$ cat src/rtl/dacfe_pkg.sv
package dacfe_pkg;

  // Sampled external pins, in one vector for the synchronizer.
  typedef struct packed {
    logic sel_n;
    logic sclk;
    logic sdata;
    logic load_a_n;
    logic load_b_n;
    logic preset_n;
    logic preset_mid;
    logic sleep_n;
  } pins_t;

  localparam int unsigned PIN_N = $bits(pins_t);

  // Inactive level of every pin, loaded while the system reset is held.
  localparam pins_t PIN_IDLE = '{
    sel_n:      1'b1,
    sclk:       1'b0,
    sdata:      1'b0,
    load_a_n:   1'b1,
    load_b_n:   1'b1,
    preset_n:   1'b1,
    preset_mid: 1'b0,
    sleep_n:    1'b1
  };

  localparam int unsigned NUM_CH = 2;

endpackage

$ cat src/rtl/pin_sync.sv
module pin_sync #(
  parameter int unsigned W      = 8,
  parameter int unsigned STAGES = 2,
  parameter logic [W-1:0] RST_VAL = '0
) (
  input  logic         clk,
  input  logic         rst_n,
  input  logic [W-1:0] d,
  output logic [W-1:0] q
);

  logic [W-1:0] stg [STAGES];

  for (genvar s = 0; s < STAGES; s++) begin : g_stage
    logic [W-1:0] stg_d;
    if (s == 0) begin : g_first
      assign stg_d = d;
    end else begin : g_next
      assign stg_d = stg[s-1];
    end
    always_ff @(posedge clk or negedge rst_n) begin
      if (!rst_n) stg[s] <= RST_VAL;
      else        stg[s] <= stg_d;
    end
  end

  assign q = stg[STAGES-1];

endmodule

$ cat src/rtl/serial_shifter.sv
module serial_shifter #(
  parameter int unsigned W = 12
) (
  input  logic         clk,
  input  logic         rst_n,
  input  logic         shift_en,
  input  logic         din,
  output logic [W-1:0] sr
);

  logic [W-1:0] sr_d;

  always_comb begin
    sr_d = sr;
    if (shift_en) sr_d = {sr[W-2:0], din};
  end

  always_ff @(posedge clk or negedge rst_n) begin
    if (!rst_n) sr <= '0;
    else        sr <= sr_d;
  end

  // a shift moves the word up one place and appends the new bit
  a_r2_shift_msb_first: assert property (@(posedge clk) disable iff (!rst_n)
    shift_en |=> sr == {$past(sr[W-2:0]), $past(din)});

  // no shift enable, no change
  a_r3_idle_hold: assert property (@(posedge clk) disable iff (!rst_n)
    !shift_en |=> $stable(sr));

endmodule

$ cat src/rtl/hold_reg.sv
module hold_reg #(
  parameter int unsigned W = 12
) (
  input  logic         clk,
  input  logic         rst_n,
  input  logic         preset,
  input  logic         preset_mid,
  input  logic         load,
  input  logic [W-1:0] shreg_i,
  output logic [W-1:0] code
);

  localparam logic [W-1:0] MID_CODE  = {1'b1, {(W-1){1'b0}}};
  localparam logic [W-1:0] ZERO_CODE = '0;

  logic [W-1:0] code_d;

  // Preset first, then the transparent load, else hold.
  always_comb begin
    code_d = code;
    if (preset)    code_d = preset_mid ? MID_CODE : ZERO_CODE;
    else if (load) code_d = shreg_i;
  end

  always_ff @(posedge clk or negedge rst_n) begin
    if (!rst_n) code <= '0;
    else        code <= code_d;
  end

  // a preset forces the selected value, whatever the strobe does
  a_r8_preset_value: assert property (@(posedge clk) disable iff (!rst_n)
    preset |=> code == ($past(preset_mid) ? MID_CODE : ZERO_CODE));

  // a low strobe makes the register follow the shift register
  a_r4_follow: assert property (@(posedge clk) disable iff (!rst_n)
    (load && !preset) |=> code == $past(shreg_i));

  // with neither preset nor strobe the stored code stays put
  a_r5_latched: assert property (@(posedge clk) disable iff (!rst_n)
    (!load && !preset) |=> $stable(code));

endmodule

$ cat src/rtl/dual_dac_front.sv
module dual_dac_front #(
  parameter int unsigned CODE_W      = 12,
  parameter int unsigned SYNC_STAGES = 2
) (
  input  logic              clk,
  input  logic              rst_n,
  input  logic              sel_n,
  input  logic              sclk,
  input  logic              sdata,
  input  logic              load_a_n,
  input  logic              load_b_n,
  input  logic              preset_n,
  input  logic              preset_mid,
  input  logic              sleep_n,
  output logic [CODE_W-1:0] code_a,
  output logic [CODE_W-1:0] code_b,
  output logic              sleep_flag,
  output logic              proto_err
);

  import dacfe_pkg::*;

  pins_t raw, syn, prv;

  always_comb begin
    raw.sel_n      = sel_n;
    raw.sclk       = sclk;
    raw.sdata      = sdata;
    raw.load_a_n   = load_a_n;
    raw.load_b_n   = load_b_n;
    raw.preset_n   = preset_n;
    raw.preset_mid = preset_mid;
    raw.sleep_n    = sleep_n;
  end

  pin_sync #(
    .W       (PIN_N),
    .STAGES  (SYNC_STAGES),
    .RST_VAL (PIN_IDLE)
  ) u_sync (
    .clk   (clk),
    .rst_n (rst_n),
    .d     (raw),
    .q     (syn)
  );

  // Previous sample of every pin, used for edge detection.
  always_ff @(posedge clk or negedge rst_n) begin
    if (!rst_n) prv <= PIN_IDLE;
    else        prv <= syn;
  end

  logic              sclk_rise;
  logic              shift_en;
  logic [NUM_CH-1:0] load_act;
  logic [CODE_W-1:0] shreg;
  logic [CODE_W-1:0] code [NUM_CH];
  logic              err_d;

  assign sclk_rise   = syn.sclk & ~prv.sclk;
  assign shift_en    = sclk_rise & ~syn.sel_n;
  assign load_act[0] = ~syn.load_a_n;
  assign load_act[1] = ~syn.load_b_n;

  serial_shifter #(.W(CODE_W)) u_shift (
    .clk      (clk),
    .rst_n    (rst_n),
    .shift_en (shift_en),
    .din      (syn.sdata),
    .sr       (shreg)
  );

  for (genvar c = 0; c < NUM_CH; c++) begin : g_ch
    hold_reg #(.W(CODE_W)) u_hold (
      .clk        (clk),
      .rst_n      (rst_n),
      .preset     (~syn.preset_n),
      .preset_mid (syn.preset_mid),
      .load       (load_act[c]),
      .shreg_i    (shreg),
      .code       (code[c])
    );
  end

  assign code_a = code[0];
  assign code_b = code[1];

  // Error pulse: a shift taken while any strobe is low.
  assign err_d = shift_en & (|load_act);

  always_ff @(posedge clk or negedge rst_n) begin
    if (!rst_n) proto_err <= 1'b0;
    else        proto_err <= err_d;
  end

  assign sleep_flag = ~syn.sleep_n;

  // the flag marks exactly the cycles after a shift under a low strobe
  a_r11_err_pulse: assert property (@(posedge clk) disable iff (!rst_n)
    proto_err == $past(shift_en && (load_act != '0)));

  // the flag never lasts longer than the one-cycle shift edge
  a_r11_err_single: assert property (@(posedge clk) disable iff (!rst_n)
    proto_err |=> !proto_err);

endmodule

$ cat config.mk
export PLATFORM = sky130hd
export DESIGN_NAME = dual_dac_front
export DESIGN_NICKNAME = d
export VERILOG_FILES = /design/src/rtl/dacfe_pkg.sv /design/src/rtl/pin_sync.sv /design/src/rtl/serial_shifter.sv /design/src/rtl/hold_reg.sv /design/src/rtl/dual_dac_front.sv
export SDC_FILE = /design/constraint.sdc
export NUM_CORES = 1
export LEC_CHECK = 0
export ABC_CLOCK_PERIOD_IN_PS = 1300
export BUFFER_PORTS_ARGS = -buffer_cell sky130_fd_sc_hd__buf_2
export CAP_MARGIN = 20
export CELL_PAD_IN_SITES_DETAIL_PLACEMENT = 0
export CELL_PAD_IN_SITES_GLOBAL_PLACEMENT = 2
export CORE_MARGIN = 2
export CORE_UTILIZATION = 34
export DETAILED_ROUTE_END_ITERATION = 12
export PLACE_DENSITY_LB_ADDON = 0.12
export SLEW_MARGIN = 20
export SYNTH_ARGS = -nofsm -noshare
export SYNTH_HDL_FRONTEND = slang
export SYNTH_SLANG_ARGS = --single-unit
$ cat constraint.sdc
create_clock -name clk -period 1.3 [get_ports clk]
set_input_delay 0.065 -clock clk [delete_from_list [all_inputs] [get_ports clk]]
set_output_delay 0.065 -clock clk [all_outputs]
set_load 0.1 [all_outputs]
Yosys cells after proc, flatten, opt, wreduce, memory -nomap -nowiden

Index checks and enable logic that the tools add are counted.
Widths: inputs -> output; s select.

Flip-flop bits (word level): 54
Input bits: 10
Output and inout port bits: 26
Word-level logic and storage cells: 23

Eq/ne operators: 2
Muxes and demuxes: 5
Bitwise logic cells: 8
Reduce and logical (&&, ||, !) cells: 1

Operator list:

| kind               | count |
|---|---|
| $mux 12            | 5 |
| $not 1->1          | 5 |
| $ne 2x2->1 const B | 2 |
| $and 1x1->1        | 3 |
| $reduce_or 2->1    | 1 |

Logic depth before layout (Yosys ltp)

Word-level depth: 4
Depth in mapped cells: 4
Depth with buffers taken out: 2

Hierarchy

From an unflattened synthesis, not the netlist that was laid out.

Cells, all modules: 127
Area total of the unflattened synthesis: 1,953.1 um^2

Modules (own cells, without submodules):

| module         | times used | cells each | area each (um^2) | seq. area each (um^2) |
|---|---|---|---|---|
| hold_reg       | 2          | 39         | 485.5            | 300.3 |
| serial_shifter | 1          | 25         | 484.2            | 300.3 |
| pin_sync       | 1          | 16         | 412.9            | 412.9 |
| dual_dac_front | 1          | 8          | 85.1             | 50.0 |

Worst setup path before layout

No wires, ideal clock.

Kind: register to register
From: register g_ch[0].u_hold.code[11] (netlist name)
To: register g_ch[0].u_hold.code[11]
Setup time: 0.078 ns
Data arrival time: 1.214 ns
Required time: 1.222 ns
Path slack: 0.008 ns
Stages on the path, launching flop included: 3
Path buffers: 0
Period minus slack after synthesis: 1.292 ns
Cell sequence: dfrtp_1 > mux2i_1 > a21oi_1

RTL lines:

| item                   | RTL line       | RTL |
|---|---|---|
| end signal: assignment | hold_reg.sv:27 | `else code <= code_d;` |
| end: declaration       | hold_reg.sv:10 | `output logic [W-1:0] code` |

Final worst setup path

From: register prv[6] (netlist bit)
To: register u_shift.sr[4]

Cells in the longest elaborated chain, start to end: 3

RTL lines:

| item                     | RTL line             | RTL |
|---|---|---|
| start: declaration       | dual_dac_front.sv:23 | `pins_t raw, syn, prv;` |
| start signal: assignment | dual_dac_front.sv:50 | `else prv <= syn;` |
| $not 1->1                | dual_dac_front.sv:60 | `assign sclk_rise = syn.sclk & ~prv.sclk;` |
| $and 1x1->1              | dual_dac_front.sv:60 |  |
| $and 1x1->1              | dual_dac_front.sv:61 | `assign shift_en = sclk_rise & ~syn.sel_n;` |
| end signal: assignment   | serial_shifter.sv:20 | `else sr <= sr_d;` |
| end: declaration         | serial_shifter.sv:8  | `output logic [W-1:0] sr` |

No other way between the ends.
A chain may end at the register's enable or synchronous reset.

==> metrics.md <==
| Metric | Value |
|---|---|
| Rows | `27` |
| CTS root buffer | `clkbuf_8` |
| Register area share after synthesis | `a little over two thirds` |
| PD cells | `between 1500 and 2000 mW/mm2` |
| Total wire length | `about 3.3 mm` |
| RSZ-0062 raised after global routing | `false` |
| Sink Count | `54` |
| Post-synth net total | `135` |
| Post-CTS Setup Inserts | `0` |
| Area occupied by multi-input gates | `roughly 550 um2` |
| Startpoint types | `flip-flop` |
| HP Class | `input pin to asynchronous set/reset pin` |
| Post-Syn Area per Cell | `about 16 um2` |
| Register area | `between 0.001 and 0.0015 mm2` |
| H-tree Lvls | `2` |
| CTS Buf Count | `5` |
| Clk slew on worst S/H paths | `0.09 ns` |
| Net Sw Power | `0.00162 W` |
| Initial Utilization | `approximately 35%` |
| Synth area leader | `dfrtp_1` |
| Clock tree from TritonCTS | `done` |
| Port buffer count | `35` |
| Setup TNS | `0 ns` |
| Total GRT Usage | `roughly an eighth` |
| Slew Limit Headroom | `about two thirds` |
| Synth top area share | `56.1%` |
| Yosys warns | `0` |
| Comb pwr share | `around 28%` |
| Critical Path AT | `~1.4 ns` |
| # IOs | `36` |
| Minimum clock period | `between 1 and 1.5 ns` |
| Max-slew violation count | `0` |
| Max Cap Violations | `0` |
| Worst Path Required | `~1.5 ns` |
| Syn Inst Count | `roughly 130` |
| Status | `completed` |
| Area growth syn-to-layout | `25.3%` |
| Grt total ovfl | `0` |
| Sequential power share | `between 40% and 50%` |
| RePlAce Congestion | `~0.70` |
| Final core occ | `approximately 44%` |
| Die Width | `80.0 um` |
| FILL cells | `537` |
| Final hold viol count | `0` |
| Fin crit share | `a little over nine tenths` |
| Via count | `between 1000 and 1500` |
| Setup Skew | `about 0.0058 ns` |
| Synthesized area | `0.00196 mm2` |
| Resize count post-CTS | `0` |
| Core area | `0.00554 mm2` |
| Clk_lat worst skew | `0.30 ns` |
| Initial antenna violation count | `0` |
| VDD IR-drop max | `a little under 0.9 mV` |
| Final net count | `about 180` |
| Drt first pass iters | `3` |
| DRC Markers | `0` |
| HPWL Detailed | `roughly 2.2 mm` |
| Max clock buf depth | `2` |
| Largest cells by area after synthesis | `dfrtp_1 (56%), dfstp_2 (13%), mux2i_1 (12%)` |
| Net Sw Frac | `around 37%` |
| Yosys cell types | `14` |
| Flops & latches, synth | `54` |
| CP Class | `flip-flop to flip-flop` |
| Die Height | `80.0 um` |
| Worst-margin pin slew | `slightly below 0.5 ns` |
| LEAKAGE | `around 1.2 nW` |
| Largest net degree at the start of global routing | `55` |
| Peak fanout along the critical path | `13` |
| Antenna diode count | `0` |
| Max Fclk | `around 0.8 GHz` |
| Post-DR vias/cell | `4.39` |
| Pint | `about 0.0028 W` |
| Starting DRT DRC Count | `34` |
| Clock power share | `23.5%` |
| Post-route ant nets | `0` |
| Routed len/inst | `approximately 13 um` |
| CP endpoint kind | `flip-flop` |
| Die Area | `around 0.0064 mm2` |
| Vias in the first global route | `1228` |
| Endpoints failing setup | `0` |
| Share of cells above drive strength 1 | `approximately two fifths` |
| First-pass GRT wire length | `slightly below 6 mm` |
## layout by cell type, fill, tap and decap left out
cell / count
a21boi_0: 1
a21oi_1: 2
buf_12: 3
buf_2: 35
buf_4: 2
clkbuf_8: 8
dfrtp_1: 44
dfstp_2: 10
dlygate4sd3_1: 9
inv_1: 1
mux2_2: 12
mux2i_1: 24
nor2_1: 1
nor2b_1: 22
nor3b_4: 1
## repair_timing
item,CTS,global route
endpoints found under the hold margin,52,0
hold buffers,9,0
setup endpoints to repair,0,7
## cell families after synthesis
| kind of cell | after synthesis | share of synthesized area [%] |
|---|---|---|
| compound gates | 3 | 0.892 |
| buf+inv | 8 | 2.42 |
| flops | 54 | 69.4 |
| mux | 36 | 19.1 |
| simple gates | 24 | 8.15 |
## worst paths after layout
| path | slack [ns] | start | cells after the start | endpoint |
|---|---|---|---|---|
| max reg2reg | 0.07 | prv[6] | 3 | u_shift.sr[4] |
| min reg2reg | 0.36 | u_sync.g_stage[1].stg_d[6] | 0 | u_sync.q[6] |
| max in group asynchronous | 0.72 | rst_n | 3 | u_sync.g_stage[1].stg_d[4] |
| min | 0.28 | rst_n | 3 | u_sync.g_stage[1].stg_d[1] |
| min in group clk | 0.36 | u_sync.g_stage[1].stg_d[6] | 0 | u_sync.q[6] |
| max | 0.07 | prv[6] | 3 | u_shift.sr[4] |
## critical path: stages, from the launching register on
cell	delay, ns
dfrtp_1	0.40
nor3b_4	0.22
buf_12	0.17
mux2_2	0.33
## final cells by class
class	instances	area share, %
repair buffers	49	13.8
flip-flops and latches	54	55.4
well taps	72	3.66
multi-input cells	63	22.5
inverters	1	0.153
clock buffers	8	4.47
## routing by layer
layer  global-route usage, %  part of all wire (%)  wire length, um  up-vias
li1                        -                     -                -      512
met1                    15.6                    48             1580      542
met2                    19.2                    47             1540       25
met3                    2.71                   3.9              130        5
met4                    5.08                   1.4               46        0
met5                       0                     0                0        -
## flip-flops by register name, summed over array words and instances (netlist names)
name,flops
u_sync.g_stage.stg_d,8
g_ch.u_hold.code,24
u_sync.q,8
prv,1
u_shift.sr,12
proto_err,1
## Yosys cell counts, drive strengths merged
library cell,count
nor3b,1
nor2,1
mux2i,24
mux2,12
buf,5
a21boi,1
a21oi,2
nor2b,22
dfstp,10
dfrtp,44
clkbuf,2
inv,1
## power by group through the flow
stage | Sequential (W) | Combinational (W) | Clock [W]
floorplan | 0.00280 | 0.000318 | 0
global placement | 0.00216 | 0.00121 | 0
detailed placement | 0.00217 | 0.00123 | 0
CTS | 0.00214 | 0.00126 | 0.00108
global route | 0.00217 | 0.00131 | 0.00118
finish | 0.00213 | 0.00124 | 0.00104
## metrics by stage
stage | hold slack (ns) | cells | power [W] | setup WS, ns | area [um2]
final | 0.284 | 247 | 0.00441 | 0.0652 | 2460
after global routing | 0.303 | 247 | 0.00466 | 0.00149 | 2460
after CTS | 0.291 | 247 | 0.00448 | 0.0289 | 2460
after detailed placement | 0.0855 | 230 | 0.00341 | 0.0447 | 2260
after global placement | 0.0728 | 230 | 0.00338 | 0.0902 | 2260
after floorplan | -0.231 | 125 | 0.00312 | 0.00786 | 1960
Note: power is estimated with default switching activity, not from simulation.
